$ cat src/rtl/cdiv_scan_seq.sv
module cdiv_scan_seq #(
  parameter int NREC = 32,
  parameter int NCMD = 8,
  parameter int TMRA = 16,
  parameter int TMRB = 32
) (
  input  logic               clk,
  input  logic               rst_n,
  input  logic               arm,
  input  logic               adc_done,
  input  logic [NCMD*16-1:0] cmd_list,
  output logic [NREC-1:0]    sense_oe,
  output logic [NREC-1:0]    sense_out,
  output logic [NREC-1:0]    bal_sel,
  output logic               tx_a_oe,
  output logic               tx_a_lvl,
  output logic               tx_b_oe,
  output logic               tx_b_lvl,
  output logic               cap_chg,
  output logic               cap_dis,
  output logic               adc_start,
  output logic               math_start,
  output logic               math_second,
  output logic               scan_irq
);
  localparam int CW   = 16;
  localparam int RW   = (NREC > 1) ? $clog2(NREC) : 1;
  localparam int SW   = (NCMD > 1) ? $clog2(NCMD) : 1;
  localparam int TMAX = (TMRA > TMRB) ? TMRA : TMRB;
  localparam int TW   = $clog2(TMAX + 1) + 1;

  localparam int F_SNS = 0, F_TXA = 2, F_TXB = 4, F_CHG = 6, F_DIS = 7;
  localparam int F_BAL = 8, F_CNV = 9, F_WT = 10, F_MS = 13, F_SEC = 14, F_END = 15;

  logic          running, armed, irq_q;
  logic [RW-1:0] rec;
  logic [SW-1:0] step;
  logic [TW-1:0] cnt;
  logic [CW-1:0] cmd;
  logic          step_done;

  assign cmd = cmd_list[step*CW +: CW];

  function automatic logic [1:0] drv(input logic [1:0] code);
    case (code)
      2'd2:    drv = 2'b11;
      2'd3:    drv = 2'b00;
      default: drv = 2'b10;
    endcase
  endfunction

  always_comb begin
    case (cmd[F_WT +: 3])
      3'd1:    step_done = (cnt == TW'(TMRA - 1));
      3'd2:    step_done = (cnt == TW'(TMRB - 1));
      3'd4:    step_done = adc_done && (cnt != '0);
      default: step_done = 1'b1;
    endcase
  end

  wire first    = running && (cnt == '0);
  wire rec_end  = cmd[F_END] || (step == SW'(NCMD - 1));
  wire scan_end = (rec == RW'(NREC - 1));
  wire start    = !running && armed && !arm;

  always_ff @(posedge clk or negedge rst_n) begin
    if (!rst_n) begin
      running <= 1'b0;
      armed   <= 1'b0;
      irq_q   <= 1'b0;
      rec     <= '0;
      step    <= '0;
      cnt     <= '0;
    end else begin
      irq_q <= 1'b0;
      if (!running) begin
        if (arm) armed <= 1'b1;
        if (start) begin
          running <= 1'b1;
          armed   <= 1'b0;
          rec     <= '0;
          step    <= '0;
          cnt     <= '0;
        end
      end else if (step_done) begin
        cnt <= '0;
        if (rec_end) begin
          step <= '0;
          if (scan_end) begin
            running <= 1'b0;
            irq_q   <= 1'b1;
            rec     <= '0;
          end else begin
            rec <= rec + 1'b1;
          end
        end else begin
          step <= step + 1'b1;
        end
      end else if (cnt != '1) begin
        cnt <= cnt + 1'b1;
      end
    end
  end

  wire [1:0] d_sns = drv(cmd[F_SNS +: 2]);
  wire [1:0] d_txa = drv(cmd[F_TXA +: 2]);
  wire [1:0] d_txb = drv(cmd[F_TXB +: 2]);

  for (genvar i = 0; i < NREC; i++) begin : g_pin
    wire sel = running && (rec == RW'(i));
    assign sense_oe[i]  = sel ? d_sns[1] : 1'b1;
    assign sense_out[i] = sel ? d_sns[0] : 1'b0;
    assign bal_sel[i]   = sel && cmd[F_BAL];
  end

  assign tx_a_oe     = running && d_txa[1];
  assign tx_a_lvl    = running && d_txa[0];
  assign tx_b_oe     = running && d_txb[1];
  assign tx_b_lvl    = running && d_txb[0];
  assign cap_chg     = running && cmd[F_CHG];
  assign cap_dis     = running && cmd[F_DIS];
  assign adc_start   = first && cmd[F_CNV];
  assign math_start  = first && cmd[F_MS];
  assign math_second = math_start && cmd[F_SEC];
  assign scan_irq    = irq_q;

  p_idle_quiet_r1: assert property (@(posedge clk) disable iff (!rst_n)
    !running |-> (&sense_oe && sense_out == '0 && bal_sel == '0 && !adc_start && !math_start
                  && !tx_a_oe && !tx_b_oe && !cap_chg && !cap_dis));

  p_one_released_r7: assert property (@(posedge clk) disable iff (!rst_n)
    $countones(~sense_oe) <= 1);

  p_bal_onehot_r6: assert property (@(posedge clk) disable iff (!rst_n)
    $onehot0(bal_sel));

  p_start_pulse_r4: assert property (@(posedge clk) disable iff (!rst_n)
    (adc_start && cmd[F_WT +: 3] == 3'd4) |=> !adc_start);

  p_conv_hold_r4: assert property (@(posedge clk) disable iff (!rst_n)
    (running && cmd[F_WT +: 3] == 3'd4 && cnt != '0 && !adc_done)
      |=> (running && $stable(step) && $stable(rec)));

  p_irq_pulse_r9: assert property (@(posedge clk) disable iff (!rst_n)
    scan_irq |=> !scan_irq);

  p_irq_idle_r9: assert property (@(posedge clk) disable iff (!rst_n)
    scan_irq |-> (!running && $past(running) && $past(rec) == RW'(NREC - 1)));
endmodule

$ cat config.mk
export PLATFORM = sky130hd
export DESIGN_NAME = cdiv_scan_seq
export DESIGN_NICKNAME = d
export VERILOG_FILES = /design/src/rtl/cdiv_scan_seq.sv
export SDC_FILE = /design/constraint.sdc
export NUM_CORES = 1
export LEC_CHECK = 0
export CORE_MARGIN = 1.5
export CORE_UTILIZATION = 33
export CTS_BUF_LIST = sky130_fd_sc_hd__clkbuf_4
export CTS_CLUSTER_DIAMETER = 60
export DETAILED_ROUTE_END_ITERATION = 10
export DONT_BUFFER_PORTS = 1
export SLEW_MARGIN = 20
export SYNTH_ARGS = -nofsm -noshare
export SYNTH_HDL_FRONTEND = slang
export SYNTH_SLANG_ARGS = --single-unit
$ cat constraint.sdc
create_clock -name clk -period 10.1 [get_ports clk]
set_input_delay 3.03 -clock clk [delete_from_list [all_inputs] [get_ports clk]]
set_output_delay 3.03 -clock clk [all_outputs]
set_load 0.03 [all_outputs]
==> key figures, run 1 <==
Synth
  – Cells after Synth: 369
  – Post-Syn Area: roughly 2900 sq um
  – Netlist cell types: 48
  – Fraction of registers with async set/reset: 100%
  – Synthesis-stage register bit count: 18
  – Top_reg_cell synth: dfrtp_1
  – Yosys warnings: 0
  – Net Count, Synth: 511
  – EDFF count, synth: 0
  – Sequential share of the synthesized area: 15.5%
  – Mean Syn Cell Area: 7.87 sq um

Timing
  – Relative slew slack: 36.1%
  – Final Hold Viols: 0
  – Fin Setup TNS: 0 ps
  – Max Fclk: 0.115 GHz
  – Setup ws final: 1410 ps
  – Worst Tran Pin Value: 950 ps
  – Hold WS: 502 ps
  – Min Tclk post-route: 8690 ps
  – Fin. max-slew vios: 0
  – Setup Skew: around 4.4 ps
  – RSZ-0062 raised after global routing: no
  – Tcrit/Tclk final: a little under nine tenths
  – Final setup viols: 0

Floorplan
  – Die span in x: 96.8 um
  – Initial core utilization: between 30% and 40%
  – Rows: 34
  – Core Area: 8640 sq um
  – Die area: 9370 sq um
  – Chip height: 96.8 um
  – # IOs: 238

Final layout
  – Share of cells above drive strength 1: 14.0%
  – Layout area overhead: 2.46%
  – Layout Nets: 487
  – Layout fillers: 909
  – Most common cell after layout, fill and taps aside: nor2_1
  – Most frequent cells in the layout: nor2_1, nand2_1, nand3_1, mux4_2, nor3_1
  – Non-Filler Instances: 454

Route
  – Met1 Wirelength: 3.51 mm
  – DR pass1 iterations: 4
  – Vias/cell: 6.23
  – Wire length per cell: around 21 um
  – Met3 wire len: between 700 and 800 um
  – Met2 Wirelength: 5.21 mm
  – DRT Wirelength: 9.72 mm
  – Top sig layer: met4
  – ANT nets after route: 0
  – Starting DRT DRC Count: 137
  – Drt drc: 0
  – Vias: approximately 2800

CTS
  – CTS tree: built
  – CTS Buffer Depth: 2
  – H-tree levels: 1
  – Reg clk slew, reported paths: 110 ps
  – Worst-Skew Late Latency: 300 ps
  – Clk sinks: 18
  – Cts hold-fix bufs: 0
  – TritonCTS Buffers: 3
  – # Post-CTS Setup Buffers: 0
  – Post-CTS Resized: 0
  – CTS root buffer: clkbuf_4

Setup path
  – CP Depth: 4
  – CP bufs+invs: 0
  – Critical path's slowest cell: nor3_1
  – Nature of the critical path endpoint: output port
  – Reg2reg path depth: 7
  – Worst-path fanout max: 30
  – Worst Path Class, Setup: in2out
  – Top delay family on crit path: simple AND/OR/NAND/NOR gates
  – Worst EP arrival: 5660 ps
  – Worst path cell trace: mux4_2 -> mux2i_1 -> nand2_1 -> nor3_1
  – CP Launch Type: primary input
  – Largest stage delay, worst path: around 950 ps
  – Required time worst endpoint: between 7000 and 8000 ps

Global routing
  – Largest net degree at the start of global routing: 31
  – Total grt overflow: 0
  – Initial antenna violation count: 2
  – Total GRT Usage: 19.4%
  – First-pass GRT wire length: 14.5 mm
  – Vias in the first global route: 2712

Hold path
  – Worst min path class: reg2reg
  – Worst hold path depth: 2

Power
  – Share of total power in sequential cells: 16.0%
  – P_sw: 0.000574 W
  – Sw frac: 61.4%
  – Pwr/cell area: 314 nW/um^2
  – Maximum VDD drop: 138 uV
  – Int Power: 0.000360 W
  – Power share of the clock group: 4.1%
  – Leak pwr: 1.04 nW
  – Logic pwr share: 79.9%

Run status
  – Status: finished, final reports clean

Placement
  – Pre-CTS setup slack: about 1400 ps
  – Dpl cells: 448
  – PortBufs: 0
  – Hpwl dp: 7.91 mm
  – Routability cong.: 0.893

Job
  – Max cap viols: 0
-- worst paths after layout --
check / slack, ps / endpoint / from
setup / recovery: 1410 / sense_out[18] / cmd_list[112]
hold / removal: 500 / armed$_DFFE_PN0P_ / armed$_DFFE_PN0P_
setup reg to reg: 6940 / rec[0]$_DFFE_PN0P_ / step[0]$_DFFE_PN0P_
hold reg to reg: 500 / armed$_DFFE_PN0P_ / armed$_DFFE_PN0P_
max in group asynchronous: 7610 / step[0]$_DFFE_PN0P_ / rst_n
min in group asynchronous: 2410 / cnt[2]$_DFFE_PN0P_ / rst_n
-- power groups by stage --
stage	Combinational, W	Sequential, W	Clock (W)
6_report	0.000746	0.000149	0.0000384
3_3_place_gp	0.000733	0.000150	0
4_1_cts	0.000747	0.000150	0.0000403
2_1_floorplan	0.000664	0.000113	0
5_1_grt	0.000814	0.000157	0.0000444
3_5_place_dp	0.000745	0.000152	0
-- flip-flops by register name (all words and copies together), names as in the netlist --
signal and cells:
armed 1, cnt 7, rec 5, running 1
scan_irq 1, step 3
-- per-layer routing --
| layer | track usage [%] | up-vias |
|---|---|---|
| met4 | 7.92 | 0 |
| met3 | 4.62 | 18 |
| met5 | 0 | - |
| met1 | 19.4 | 1320 |
| met2 | 37.7 | 201 |
| li1 | - | 1290 |
-- stage by stage --
stage	total power, W	utilization (%)	area [sq um]
final	0.000934	34.5	2980
after global placement	0.000882	34.1	2940
after floorplan	0.000777	-	2900
after CTS	0.000937	34.4	2970
after global routing	0.00102	34.5	2980
after detailed placement	0.000897	34.1	2940
-- worst register-to-register path, cell delays in order (launching register included) --
cell	delay [ps]
dfrtp_2	700
buf_4	440
mux4_1	590
nor2b_1	140
a211oi_1	480
or4_1	380
mux2i_1	220
o22ai_1	90
-- Yosys cell counts (3+ instances only) --
library cell	n	share of area [%]
a21oi_1	8	1.4
and2_1	5	1.1
and3_1	9	1.9
buf_1	9	1.2
buf_2	5	0.86
clkbuf_1	20	2.6
dfrtp_1	18	16
ha_1	10	4.3
inv_1	7	0.90
mux2i_1	16	5.5
mux4_2	29	22
nand2_1	46	5.9
nand2b_1	3	0.65
nand3_1	32	5.5
nand4_1	9	1.9
nor2_1	67	8.7
nor2b_1	8	1.7
nor3_1	23	4.0
o21ai_1	3	0.52
or3_1	6	1.3
or4_1	3	0.78
-- cell type report --
type                       count  area [sq um]  area share, %
clock buffer                   3          22.5          0.757
inverter                       8          30.0           1.01
clock inverter                 1          3.75          0.126
multi-input combinational    307          2270           76.5
sequential                    18           452           15.2
antenna                        2          5.00          0.168
timing repair buffer           7          52.6           1.77
tap                          108           135           4.54
-- cells by family after synthesis --
kind of cell	count (synthesis)	synth area share, %
flip-flops	18	15.5
adder cells (fa/ha/maj)	10	4.31
AND/OR/NAND/NOR	219	36.6
multiplexers	50	30.5
buffers and inverters	44	6.29
AO/OA/AOI/OAI	27	6.46
XOR/XNOR	1	0.302
Note: power is estimated with default switching activity, not from simulation.
==> inputs of run 2 (changes only) <==
CORE_UTILIZATION = 28   (was 33)
==> run 2 against run 1 <==
Compared with the run above:
- first-iteration DRC count rose by 140%
- critical path depth did not move
- final cell count grew 5.9%
- wire length grew 9.7%
- clock power down 1%
- flip-flop and latch count did not move
- power rose by 1.5%
- clock-buffer cell count stayed put
- global-route usage fell by 1.5 points
- critical path type unchanged
- largest power group unchanged
==> key figures, run 2 (synthesis gave the netlist of run 1 again) <==
Run status
  – Status: finished, final reports clean

CTS
  – CTS root buffer: clkbuf_4
  – CTS tree: built
  – TritonCTS Buffers: 3 (unchanged)
  – # Post-CTS Setup Buffers: 0 (unchanged)
  – Reg clk slew, reported paths: 110 ps (about the same)
  – Worst-Skew Late Latency: 300 ps (about the same)
  – Clk sinks: 18 (unchanged)
  – H-tree levels: 1 (unchanged)
  – Cts hold-fix bufs: 0 (unchanged)
  – Post-CTS Resized: 0 (unchanged)
  – CTS Buffer Depth: 2 (unchanged)

Power
  – Sw frac: 62.0% (+0.52 points)
  – Logic pwr share: 81.5% (+1.6 points)
  – Maximum VDD drop: 155 uV (+12%)
  – Pwr/cell area: 313 nW/um^2 (-0.39%)
  – Power share of the clock group: 4.0% (about the same)
  – Total power: 0.000948 W (+1.5%)
  – Leak pwr: 1.06 nW (+2.1%)
  – P_sw: 0.000587 W (+2.4%)
  – Share of total power in sequential cells: 14.5% (-1.5 points)
  – Int Power: 0.000360 W (+0.12%)

Floorplan
  – Die span in x: 105 um (+8.3%)
  – Chip height: 105 um (+8.3%)
  – Initial core utilization: 29.3% (-4.3 points)
  – Rows: 36 (+5.9%)
  – Die area: 11000 sq um (+17%)
  – Core Area: 9910 sq um (+15%)
  – # IOs: 238 (unchanged)

Placement
  – Hpwl dp: 8.59 mm (+8.6%)
  – PortBufs: 0 (unchanged)
  – Placed inst area: 3010 sq um (+2.1%)
  – Routability cong.: 0.859 (-3.8%)
  – Pre-CTS setup slack: 1440 ps (-1.73 ps)

Setup path
  – RR Startpoint: step[0]$_DFFE_PN0P_
  – Worst path cell trace: mux4_2 -> mux2i_1 -> nand2_1 -> nor3_1
  – Critical path's slowest cell: nor3_1
  – CP Launch Type: primary input
  – Required time worst endpoint: 7070 ps (about the same)
  – Largest stage delay, worst path: 940 ps (about the same)
  – Reg2reg path depth: 7 (unchanged)
  – Worst EP arrival: 5670 ps (about the same)
  – Worst Setup EP: sense_out[17]
  – Nature of the critical path endpoint: output port
  – Critical path origin: cmd_list[112]
  – Worst-path fanout max: 30 (unchanged)
  – Reg2reg setup slack: 6780 ps (-160 ps)
  – RR Endpoint: rec[3]$_DFFE_PN0P_
  – CP Depth: 4 (unchanged)
  – CP bufs+invs: 0 (unchanged)
  – Worst Path Class, Setup: in2out
  – Top delay family on crit path: simple AND/OR/NAND/NOR gates

Timing
  – Relative slew slack: 32.9% (-3.2 points)
  – RSZ-0062 raised after global routing: no
  – Fin Setup TNS: 0 ps (unchanged)
  – Max Fclk: 0.115 GHz (about the same)
  – Worst Tran Pin Value: 987 ps (+36.1 ps)
  – Setup ws final: 1400 ps (-3.82 ps)
  – Final Hold Viols: 0 (unchanged)
  – Final setup viols: 0 (unchanged)
  – Setup Skew: 4.14 ps (-0.286 ps)
  – Fin. max-slew vios: 0 (unchanged)
  – Min Tclk post-route: 8700 ps (+3.82 ps)
  – Tcrit/Tclk final: 86.1% (about the same)

Job
  – Max cap viols: 0 (unchanged)

Global routing
  – M1 GR Usage: 18.6% (-0.86 points)
  – First-pass GRT wire length: 15.4 mm (+6.7%)
  – Met2 Track Usage GR: 35.6% (-2.1 points)
  – Largest net degree at the start of global routing: 40 (+29%)
  – Initial antenna violation count: 0 (-2)
  – Total grt overflow: 0 (unchanged)
  – Met3 Track Usage GR: 4.05% (-0.57 points)
  – Most Used Layer, Global Route: met2
  – Total GRT Usage: 17.8% (-1.5 points)
  – Vias in the first global route: 2742 (+1.1%)

Final layout
  – Layout Nets: 491 (+0.82%)
  – Most frequent cells in the layout: nor2_1, nand2_1, nand3_1, mux4_2, nor3_1
  – Layout area overhead: 4.39%
  – Max reg flops: 7 (unchanged)
  – Utilization after layout: 30.6% (-3.9 points)
  – Biggest regs: cnt: 7 flops, rec: 5 flops, step: 3 flops
  – Layout fillers: 1083 (+19%)
  – Register area: 452 sq um (unchanged)
  – Multi-input logic area: 2270 sq um (unchanged)
  – Final instance area: 3030 sq um (+1.9%)
  – Share of cells above drive strength 1: 14.9% (+0.99 points)
  – Biggest register: cnt
  – ANT cells: 0 (-2)
  – Most common cell after layout, fill and taps aside: nor2_1

Route
  – Drt drc: 0 (unchanged)
  – Wire length per cell: 22.2 um (+3.5%)
  – DR pass1 iterations: 4 (unchanged)
  – Vias: 2885 (+2.0%)
  – Vias/cell: 6.00 (-3.7%)
  – ANT nets after route: 0 (unchanged)
  – Starting DRT DRC Count: 332 (+140%)
  – DRT Wirelength: 10.7 mm (+9.7%)

Hold path
  – Worst min path class: reg2reg
==> run 2: changes by cell type in the layout (fill, tap and decap cells not counted), sizes merged <==
cell,change
buf,+4
diode,-2
==> run 2: power groups by stage <==
stage	logic, W	clock network (W)	registers (W)
final	0.000772	0.0000380	0.000137
after global routing	0.000839	0.0000438	0.000142
after CTS	0.000771	0.0000401	0.000137
after detailed placement	0.000770	0	0.000138
after global placement	0.000755	0	0.000137
after floorplan	0.000664	0	0.000113
==> run 2: cell type report <==
class	count	share of cell area, %
Sequential cell	18	14.9
Inverter	8	0.991
Multi-Input combinational cell	307	75.0
Timing Repair Buffer	11	2.72
Clock buffer	3	0.743
Tap cell	133	5.49
Clock inverter	1	0.124
==> run 2: worst reg2reg max path, cell delays in order (launching register included) <==
cell and delay (ps):
dfrtp_2 360, buf_4 510, mux4_2 610, mux2i_1 300, nor3_1 130, or4_1 660, or4_1 560, o211ai_1 110
==> run 2: metal layers <==
layer	vias to the layer above	share of wire (%)
met1	1369	36
met2	194	53
met3	20	8.2
met4	0	2.1
li1	1302	-
met5	-	0
==> run 2: worst min-delay path by stage <==
stage                       from  depth (start not counted)  slack, ps                end
2_1_floorplan  armed$_DFFE_PN0P_                          2        450  armed$_DFFE_PN0P_
3_3_place_gp   armed$_DFFE_PN0P_                          2        470  armed$_DFFE_PN0P_
3_5_place_dp   armed$_DFFE_PN0P_                          2        480  armed$_DFFE_PN0P_
4_1_cts        armed$_DFFE_PN0P_                          2        510  armed$_DFFE_PN0P_
5_1_grt        armed$_DFFE_PN0P_                          2        520  armed$_DFFE_PN0P_
6_report       armed$_DFFE_PN0P_                          2        510  armed$_DFFE_PN0P_
==> run 2: per-stage QoR <==
stage                     hold slack, ps  instances
after CTS                            508        481
after global placement               468        477
after floorplan                      453        369
final                                507        481
after global routing                 523        481
after detailed placement             481        477
